**src/rtl/cfm_pkg.sv**
```systemverilog
package cfm_pkg;
    // Scaler codes driven by the weight input in normal mode
    typedef enum logic [1:0] {
        WT_NONE  = 2'b00,
        WT_RIGHT = 2'b01,
        WT_HOLD  = 2'b10,
        WT_LEFT  = 2'b11
    } weight_e;
endpackage

```
**src/rtl/cfm_mult_stage.sv**
```systemverilog
module cfm_mult_stage #(
    parameter int DW = 16,
    localparam int PW = 2 * DW
) (
    input  logic                 clk,
    input  logic                 rst_n,
    input  logic                 in_valid,
    input  logic signed [DW-1:0] a_re,
    input  logic signed [DW-1:0] a_im,
    input  logic signed [DW-1:0] b_re,
    input  logic signed [DW-1:0] b_im,
    input  logic [1:0]           weight,
    input  logic                 fixed_scale,
    input  logic                 round_en,
    output logic                 valid_o,
    output logic [3:0][PW-1:0]   prod_o,
    output logic                 trap_o,
    output logic [1:0]           wt_o,
    output logic                 rnd_o
);
    localparam logic signed [DW-1:0] MINV = {1'b1, {(DW-1){1'b0}}};
    localparam logic [PW-1:0]        MAXP = {1'b0, {(PW-1){1'b1}}};

    typedef struct packed {
        logic               valid;
        logic [3:0][PW-1:0] prod;
        logic               trap;
        logic [1:0]         wt;
        logic               rnd;
    } s1_t;

    s1_t s1_d, s1_q;

    // product order: 0 re*re, 1 im*im, 2 re(a)*im(b), 3 im(a)*re(b)
    logic signed [DW-1:0] op_x [4];
    logic signed [DW-1:0] op_y [4];
    logic [3:0][PW-1:0]   prod_v;
    logic [3:0]           trap_v;

    assign op_x[0] = a_re;  assign op_y[0] = b_re;
    assign op_x[1] = a_im;  assign op_y[1] = b_im;
    assign op_x[2] = a_re;  assign op_y[2] = b_im;
    assign op_x[3] = a_im;  assign op_y[3] = b_re;

    for (genvar g = 0; g < 4; g++) begin : g_mul
        logic signed [PW-1:0] full;
        assign full      = op_x[g] * op_y[g];
        assign trap_v[g] = (op_x[g] == MINV) && (op_y[g] == MINV);
        assign prod_v[g] = trap_v[g] ? MAXP : {full[PW-2:0], 1'b0};
    end

    always_comb begin
        s1_d.valid = in_valid;
        s1_d.prod  = prod_v;
        s1_d.trap  = |trap_v;
        s1_d.wt    = fixed_scale ? 2'b00 : weight;
        s1_d.rnd   = round_en;
    end

    always_ff @(posedge clk) begin
        if (!rst_n) s1_q <= '0;
        else        s1_q <= s1_d;
    end

    assign valid_o = s1_q.valid;
    assign prod_o  = s1_q.prod;
    assign trap_o  = s1_q.trap;
    assign wt_o    = s1_q.wt;
    assign rnd_o   = s1_q.rnd;

    // minus one squared on the real pair yields the largest positive value
    assert_trap_max_R3: assert property (@(posedge clk) disable iff (!rst_n)
        (a_re == MINV && b_re == MINV) |=> (prod_o[0] == MAXP && trap_o));
endmodule

```
**src/rtl/cfm_addsub_stage.sv**
```systemverilog
module cfm_addsub_stage #(
    parameter int DW = 16,
    localparam int PW = 2 * DW
) (
    input  logic               clk,
    input  logic               rst_n,
    input  logic               valid_i,
    input  logic [3:0][PW-1:0] prod_i,
    input  logic               trap_i,
    input  logic [1:0]         wt_i,
    input  logic               rnd_i,
    output logic               valid_o,
    output logic [PW-1:0]      re_o,
    output logic [PW-1:0]      im_o,
    output logic               ovf_o,
    output logic               trap_o,
    output logic [1:0]         wt_o,
    output logic               rnd_o
);
    localparam logic [PW-1:0] MAXP = {1'b0, {(PW-1){1'b1}}};
    localparam logic [PW-1:0] MINP = {1'b1, {(PW-1){1'b0}}};

    typedef struct packed {
        logic          valid;
        logic [PW-1:0] re;
        logic [PW-1:0] im;
        logic          ovf;
        logic          trap;
        logic [1:0]    wt;
        logic          rnd;
    } s2_t;

    s2_t s2_d, s2_q;
    logic [PW:0] re_w, im_w;
    logic        re_of, im_of;

    always_comb begin
        re_w  = {prod_i[0][PW-1], prod_i[0]} - {prod_i[1][PW-1], prod_i[1]};
        im_w  = {prod_i[2][PW-1], prod_i[2]} + {prod_i[3][PW-1], prod_i[3]};
        re_of = re_w[PW] != re_w[PW-1];
        im_of = im_w[PW] != im_w[PW-1];
        s2_d.valid = valid_i;
        s2_d.re    = re_of ? (re_w[PW] ? MINP : MAXP) : re_w[PW-1:0];
        s2_d.im    = im_of ? (im_w[PW] ? MINP : MAXP) : im_w[PW-1:0];
        s2_d.ovf   = re_of | im_of;
        s2_d.trap  = trap_i;
        s2_d.wt    = wt_i;
        s2_d.rnd   = rnd_i;
    end

    always_ff @(posedge clk) begin
        if (!rst_n) s2_q <= '0;
        else        s2_q <= s2_d;
    end

    assign valid_o = s2_q.valid;
    assign re_o    = s2_q.re;
    assign im_o    = s2_q.im;
    assign ovf_o   = s2_q.ovf;
    assign trap_o  = s2_q.trap;
    assign wt_o    = s2_q.wt;
    assign rnd_o   = s2_q.rnd;

    // an overflow flag always comes with at least one saturated part
    assert_sat_ovf_R4: assert property (@(posedge clk) disable iff (!rst_n)
        ovf_o |-> (re_o == MAXP || re_o == MINP || im_o == MAXP || im_o == MINP));
endmodule

```
**src/rtl/cfm_scale_round.sv**
```systemverilog
module cfm_scale_round
    import cfm_pkg::*;
#(
    parameter int DW = 16,
    localparam int PW = 2 * DW
) (
    input  logic          clk,
    input  logic          rst_n,
    input  logic          valid_i,
    input  logic [PW-1:0] re_i,
    input  logic [PW-1:0] im_i,
    input  logic          ovf_i,
    input  logic          trap_i,
    input  logic [1:0]    wt_i,
    input  logic          rnd_i,
    output logic          valid_o,
    output logic [PW-1:0] re_o,
    output logic [PW-1:0] im_o,
    output logic          ovf_o,
    output logic          trap_o
);
    localparam logic [PW-1:0] MAXP = {1'b0, {(PW-1){1'b1}}};
    localparam logic [PW-1:0] MINP = {1'b1, {(PW-1){1'b0}}};
    localparam logic [PW-1:0] RMAX = {1'b0, {(PW-DW-1){1'b1}}, {DW{1'b0}}};
    localparam logic [PW:0]   HALF = {{(PW+1-DW){1'b0}}, 1'b1, {(DW-1){1'b0}}};

    typedef struct packed {
        logic          valid;
        logic [PW-1:0] re;
        logic [PW-1:0] im;
        logic          ovf;
        logic          trap;
    } s3_t;

    s3_t s3_d, s3_q;

    function automatic logic [PW:0] scale(input logic [PW-1:0] v, input logic [1:0] wt);
        // returns {overflow, value}
        logic [PW:0] r;
        unique case (weight_e'(wt))
            WT_LEFT: begin
                if (v[PW-1] != v[PW-2]) r = {1'b1, (v[PW-1] ? MINP : MAXP)};
                else                    r = {1'b0, v[PW-2:0], 1'b0};
            end
            WT_RIGHT: r = {1'b0, v[PW-1], v[PW-1:1]};
            default:  r = {1'b0, v};
        endcase
        return r;
    endfunction

    function automatic logic [PW:0] rounder(input logic [PW-1:0] v, input logic en);
        logic [PW:0] s;
        logic [PW:0] r;
        s = {v[PW-1], v} + HALF;
        if (!en)                r = {1'b0, v};
        else if (s[PW] != s[PW-1]) r = {1'b1, RMAX};
        else                    r = {1'b0, s[PW-1:DW], {DW{1'b0}}};
        return r;
    endfunction

    logic [PW:0] re_s, im_s, re_r, im_r;

    always_comb begin
        re_s = scale(re_i, wt_i);
        im_s = scale(im_i, wt_i);
        re_r = rounder(re_s[PW-1:0], rnd_i);
        im_r = rounder(im_s[PW-1:0], rnd_i);
        s3_d.valid = valid_i;
        s3_d.re    = re_r[PW-1:0];
        s3_d.im    = im_r[PW-1:0];
        s3_d.ovf   = ovf_i | re_s[PW] | im_s[PW] | re_r[PW] | im_r[PW];
        s3_d.trap  = trap_i;
    end

    always_ff @(posedge clk) begin
        if (!rst_n) s3_q <= '0;
        else        s3_q <= s3_d;
    end

    assign valid_o = s3_q.valid;
    assign re_o    = s3_q.re;
    assign im_o    = s3_q.im;
    assign ovf_o   = s3_q.ovf;
    assign trap_o  = s3_q.trap;

    // an overflow raised in this stage leaves a part at an extreme
    assert_scale_sat_R5: assert property (@(posedge clk) disable iff (!rst_n)
        (!ovf_i && (wt_i == 2'b11 || rnd_i)) |=>
        (!ovf_o || re_o == MAXP || re_o == MINP || re_o == RMAX ||
                   im_o == MAXP || im_o == MINP || im_o == RMAX));
    // right shift never overflows and keeps the sign
    assert_right_sign_R6: assert property (@(posedge clk) disable iff (!rst_n)
        (wt_i == 2'b01 && !rnd_i && !ovf_i) |=> (!ovf_o && re_o[PW-1] == $past(re_i[PW-1])));
endmodule

```
**src/rtl/cplx_frac_mul.sv**
```systemverilog
module cplx_frac_mul #(
    parameter int DW = 16,
    localparam int PW = 2 * DW
) (
    input  logic          clk,
    input  logic          rst_n,
    input  logic          in_valid,
    input  logic [DW-1:0] a_re,
    input  logic [DW-1:0] a_im,
    input  logic [DW-1:0] b_re,
    input  logic [DW-1:0] b_im,
    input  logic [1:0]    weight,
    input  logic          fixed_scale,
    input  logic          round_en,
    output logic          out_valid,
    output logic [PW-1:0] out_re,
    output logic [PW-1:0] out_im,
    output logic          out_ovf,
    output logic          out_trap
);
    logic               v1, t1, r1;
    logic [3:0][PW-1:0] p1;
    logic [1:0]         w1;
    logic               v2, o2, t2, r2;
    logic [PW-1:0]      re2, im2;
    logic [1:0]         w2;

    cfm_mult_stage #(.DW(DW)) u_mult (
        .clk(clk), .rst_n(rst_n), .in_valid(in_valid),
        .a_re(a_re), .a_im(a_im), .b_re(b_re), .b_im(b_im),
        .weight(weight), .fixed_scale(fixed_scale), .round_en(round_en),
        .valid_o(v1), .prod_o(p1), .trap_o(t1), .wt_o(w1), .rnd_o(r1)
    );

    cfm_addsub_stage #(.DW(DW)) u_addsub (
        .clk(clk), .rst_n(rst_n), .valid_i(v1), .prod_i(p1), .trap_i(t1),
        .wt_i(w1), .rnd_i(r1), .valid_o(v2), .re_o(re2), .im_o(im2),
        .ovf_o(o2), .trap_o(t2), .wt_o(w2), .rnd_o(r2)
    );

    cfm_scale_round #(.DW(DW)) u_scale (
        .clk(clk), .rst_n(rst_n), .valid_i(v2), .re_i(re2), .im_i(im2),
        .ovf_i(o2), .trap_i(t2), .wt_i(w2), .rnd_i(r2),
        .valid_o(out_valid), .re_o(out_re), .im_o(out_im),
        .ovf_o(out_ovf), .trap_o(out_trap)
    );

    // every accepted pair emerges exactly three edges later
    assert_latency_R2: assert property (@(posedge clk) disable iff (!rst_n)
        in_valid |-> ##3 out_valid);
    // rounded results carry clear low halves
    assert_round_low_R9: assert property (@(posedge clk) disable iff (!rst_n)
        (in_valid && round_en) |-> ##3 (out_re[DW-1:0] == '0 && out_im[DW-1:0] == '0));
endmodule

```
**config.mk**
```make
export PLATFORM = sky130hd
export DESIGN_NAME = cplx_frac_mul
export DESIGN_NICKNAME = d
export VERILOG_FILES = /design/src/rtl/cfm_pkg.sv /design/src/rtl/cfm_mult_stage.sv /design/src/rtl/cfm_addsub_stage.sv /design/src/rtl/cfm_scale_round.sv /design/src/rtl/cplx_frac_mul.sv
export SDC_FILE = /design/constraint.sdc
export NUM_CORES = 2
export LEC_CHECK = 0
export BUFFER_PORTS_ARGS = -buffer_cell sky130_fd_sc_hd__buf_4
export CORE_MARGIN = 2
export CORE_UTILIZATION = 35
export DETAILED_ROUTE_END_ITERATION = 10
export PLACE_DENSITY = 0.6
export SLEW_MARGIN = 10
export SYNTH_ARGS = -nofsm -noshare
export SYNTH_HDL_FRONTEND = slang
export SYNTH_SLANG_ARGS = --single-unit
```
**constraint.sdc**
```tcl
create_clock -name clk -period 11.2 [get_ports clk]
set_input_delay 0.56 -clock clk [delete_from_list [all_inputs] [get_ports clk]]
set_output_delay 0.56 -clock clk [all_outputs]
set_load 0.05 [all_outputs]
```
==> impl_results.md <==
* Remaining DRCs at 0
* Hold Path Origin: fixed_scale
* Number of global-route vias before repair at a little over 40,000
* Sink Count at 270
* Hold WC Path Type: input pin to flop
* DIE AREA at roughly 150,000 sq um
* Core area at between 100,000 and 150,000 sq um
* Most frequent cells in the layout: 1,194 x inv_1, 1,026 x fa_1, 605 x nand2_1
* Cell variety after synth at 88
* Max Transition Viols Final at 0
* CP Capture Type: flop
* Reg2Reg Depth at 15
* Post-synthesis sequential area ratio at a little over a tenth
* CP max FO at 21
* Required @ worst endpoint at 11,690 ps
* I/O pin cnt at about 140
* CTS root buf: clkbuf_16
* Drt first pass iters at 8
* Reg-to-reg setup timing slack at around 6500 ps
* Clk_skew at about 37 ps
* Hold EP: u_mult.wt_o[0]
* Mapped Area at 51,500 sq um
* Post-CTS Setup Repair Bufs at 0
* CTS Buf Count at 30
* Initial core utilization at a little over a third
* Number of synthesized flops with an enable pin at 0
* First-pass GRT wire length at around 230,000 microns
* CP max stage cell: o41ai_1
* Hpwl dp at 109,000 microns
* Pin count of the biggest net entering global routing at 90
* DR WL met3 at between 9000 and 10,000 microns
* Worst-path cell chain: buf_4 -> inv_1 -> nor2_1 -> fa_1 -> fa_1 -> fa_1 -> fa_1 -> fa_1 -> inv_1 -> fa_1 -> inv_1 -> ha_1 -> and2_1 -> nand4_1 -> or2_2 -> o32a_1 -> nand2_1 -> o41ai_1 -> o211ai_1 -> mux2i_1 -> a21oi_1
* Die W at 388 microns
* Worst-skew pair later-pin latency at 640 ps
* # fillers at roughly 15,000
* Max-Cap Viols at 0
* GRT Resource Usage Total at between 10% and 20%
* Synth top area share at 39.9%
* CP most frequent cell: fa_1
* FF-to-FF End: u_scale.ovf_o
* # setup viols final at 0
* Met2 WL at 62,300 microns
* Initial antenna violation count at 8
* Highest metal used: met5
* ANT nets after route at 0
* CTS clk-pin slew, worst paths at 60 ps
* Cell taking the most area after synthesis: fa_1
* Hold path depth at 2
* RSZ-0062 raised after global routing: no
* Fin crit share at around 64%
* Status: finished clean
* Multi-input gate area at between 40,000 and 50,000 sq um
* Synth Flop Type: dfxtp_1
* Worst reg2reg startpoint: u_addsub.re_o[30]
* Wl on met1 at approximately 67,000 microns
* Hold Fails Final Rpt at 0
* Mapped Cells at 5,825
* DR vias/cell at 5.04
* Synth-to-Final Area Change at 6.89%
* Routed WL at about 140,000 microns
* Sum Neg Setup Slack at 0 ps
* Final Core Density at 37.7%
* CP startpoint: b_im[15]
* GPL Wtd Cong at 0.934
* Layout cells sized above 1 at under 10%
* Net Count, Synth at approximately 7,300
* Slew headroom at roughly 18%
* CTS resizes at 0
* Row count at 140
* Initial drt markers at 2,682
* Fin nets at about 7,200
* Max Freq at between 0.1 and 0.15 GHz
* Vias at 38,700
* Actual slew at the worst max-slew pin at around 1200 ps
* Flops & latches, synth at 270
* Most common cell after layout, fill and taps aside: inv_1
* Die Ht at slightly below 400 microns
* Final critical-path required period at 7210 ps
* Worst path max stage delay at ~920 ps
* CTS tree: yes
* CP arrival at approximately 7700 ps
* Sequential cell area at ~5400 sq um
* # port buffers at 137
* Synth Warn # at 0
* Routed WL per cell at 18.6 microns
* CTS Buffer Depth at 3
* Startpoint type of the worst setup path: input pin
* Async set-or-reset flop fraction in the synthesized netlist at 0%
* H-Tree Depth at 1
* Syn_area_per_cell at between 8 and 9 sq um
* # hold bufs at CTS at 0
* Ranking of synthesized cells by area: fa_1 40%, dfxtp_1 10%, ha_1 9.6%
* Critical path class: input pin to flop
* Grt ovf at 0
==> synth_stat cells, types with 5 or more instances <==
cell type,instances
or3_1,14
ha_1,394
nand3_1,44
a211o_1,8
nand2b_1,73
buf_1,5
and3_1,23
o2111ai_1,5
or2_2,11
clkbuf_2,6
a222oi_1,29
nand4_1,19
dfxtp_1,270
o31ai_1,9
mux2i_1,6
a211oi_1,22
o221ai_1,6
nor2_1,299
a31oi_1,14
o31a_1,5
nor3b_1,5
xor2_1,86
o21bai_1,12
nor2b_1,23
o211ai_1,20
nor4_1,19
a21o_1,68
xnor2_1,124
o22ai_1,17
o21a_1,43
clkbuf_1,257
nor3_1,53
a21oi_1,235
buf_2,13
and2_1,511
o211a_1,6
inv_1,1194
o21ai_0,147
fa_1,1026
a2111oi_0,6
nand2_1,605
==> how the worst max path moves through the flow <==
stage	slack, ps	depth (start not counted)	to
CTS	4260	21	u_mult.prod_o[90]
finish	3990	21	u_mult.prod_o[92]
global route	3900	21	u_mult.prod_o[92]
detailed placement	3610	21	u_mult.prod_o[90]
floorplan	4930	22	u_mult.prod_o[90]
global placement	3660	21	u_mult.prod_o[90]
==> through the flow <==
step	setup slack, ps	cells	hold slack, ps	instance area (sq um)
2_1_floorplan	4930	5825	412	51500
3_3_place_gp	3660	7610	416	54000
3_5_place_dp	3610	7610	419	54000
4_1_cts	4260	7666	97.7	55100
5_1_grt	3900	7666	112	55100
6_report	3990	7670	143	55100
==> routing by layer <==
metal,global-route usage [%],vias to the layer above
met4,4.15,16
li1,-,17600
met3,2.76,166
met2,30.2,1134
met5,0,-
met1,28.4,19800
==> critical path: cells and delay by family <==
family          cells  cell delay [ps]
fa+ha+maj           7             3270
compound gates      4             1640
simple gates        5              910
buf+inv             4             1090
mux                 1              170
==> layout make-up <==
type / instances / share of cell area [%]
multi-input combinational: 4076 / 73.6
sequential: 270 / 9.82
inverter: 1196 / 8.16
tap: 1917 / 4.36
timing repair buffer: 151 / 2.08
clock buffer: 36 / 1.48
clock inverter: 20 / 0.498
antenna: 4 / 0.0182
==> kinds of logic (layout without fill, tap and decap cells) <==
kind of cell | count (synthesis) | count (layout) | share of synthesized area, %
compound gates | 718 | 718 | 9.10
xor+xnor | 210 | 210 | 3.57
fa+ha+maj | 1420 | 1420 | 49.4
buf+inv | 1479 | 1403 | 10.9
flops | 270 | 270 | 10.5
mux | 8 | 8 | 0.160
other cells | 0 | 4 | 0
simple gates | 1720 | 1720 | 16.4
==> flip-flops by register name, indices dropped and copies added (netlist names) <==
register / count
u_addsub.re_o: 32
u_addsub.wt_o: 2
u_scale.im_o: 32
u_mult.wt_o: 2
u_scale.trap_o: 1
u_scale.valid_o: 1
u_mult.valid_o: 1
u_addsub.im_o: 32
u_addsub.rnd_o: 1
u_scale.re_o: 32
u_mult.rnd_o: 1
u_addsub.valid_o: 1
u_scale.ovf_o: 1
u_mult.trap_o: 1
u_addsub.ovf_o: 1
u_mult.prod_o: 128
u_addsub.trap_o: 1
Power is not shown: default switching activity piles up to over one toggle a cycle in this logic, so the estimate is an artifact.
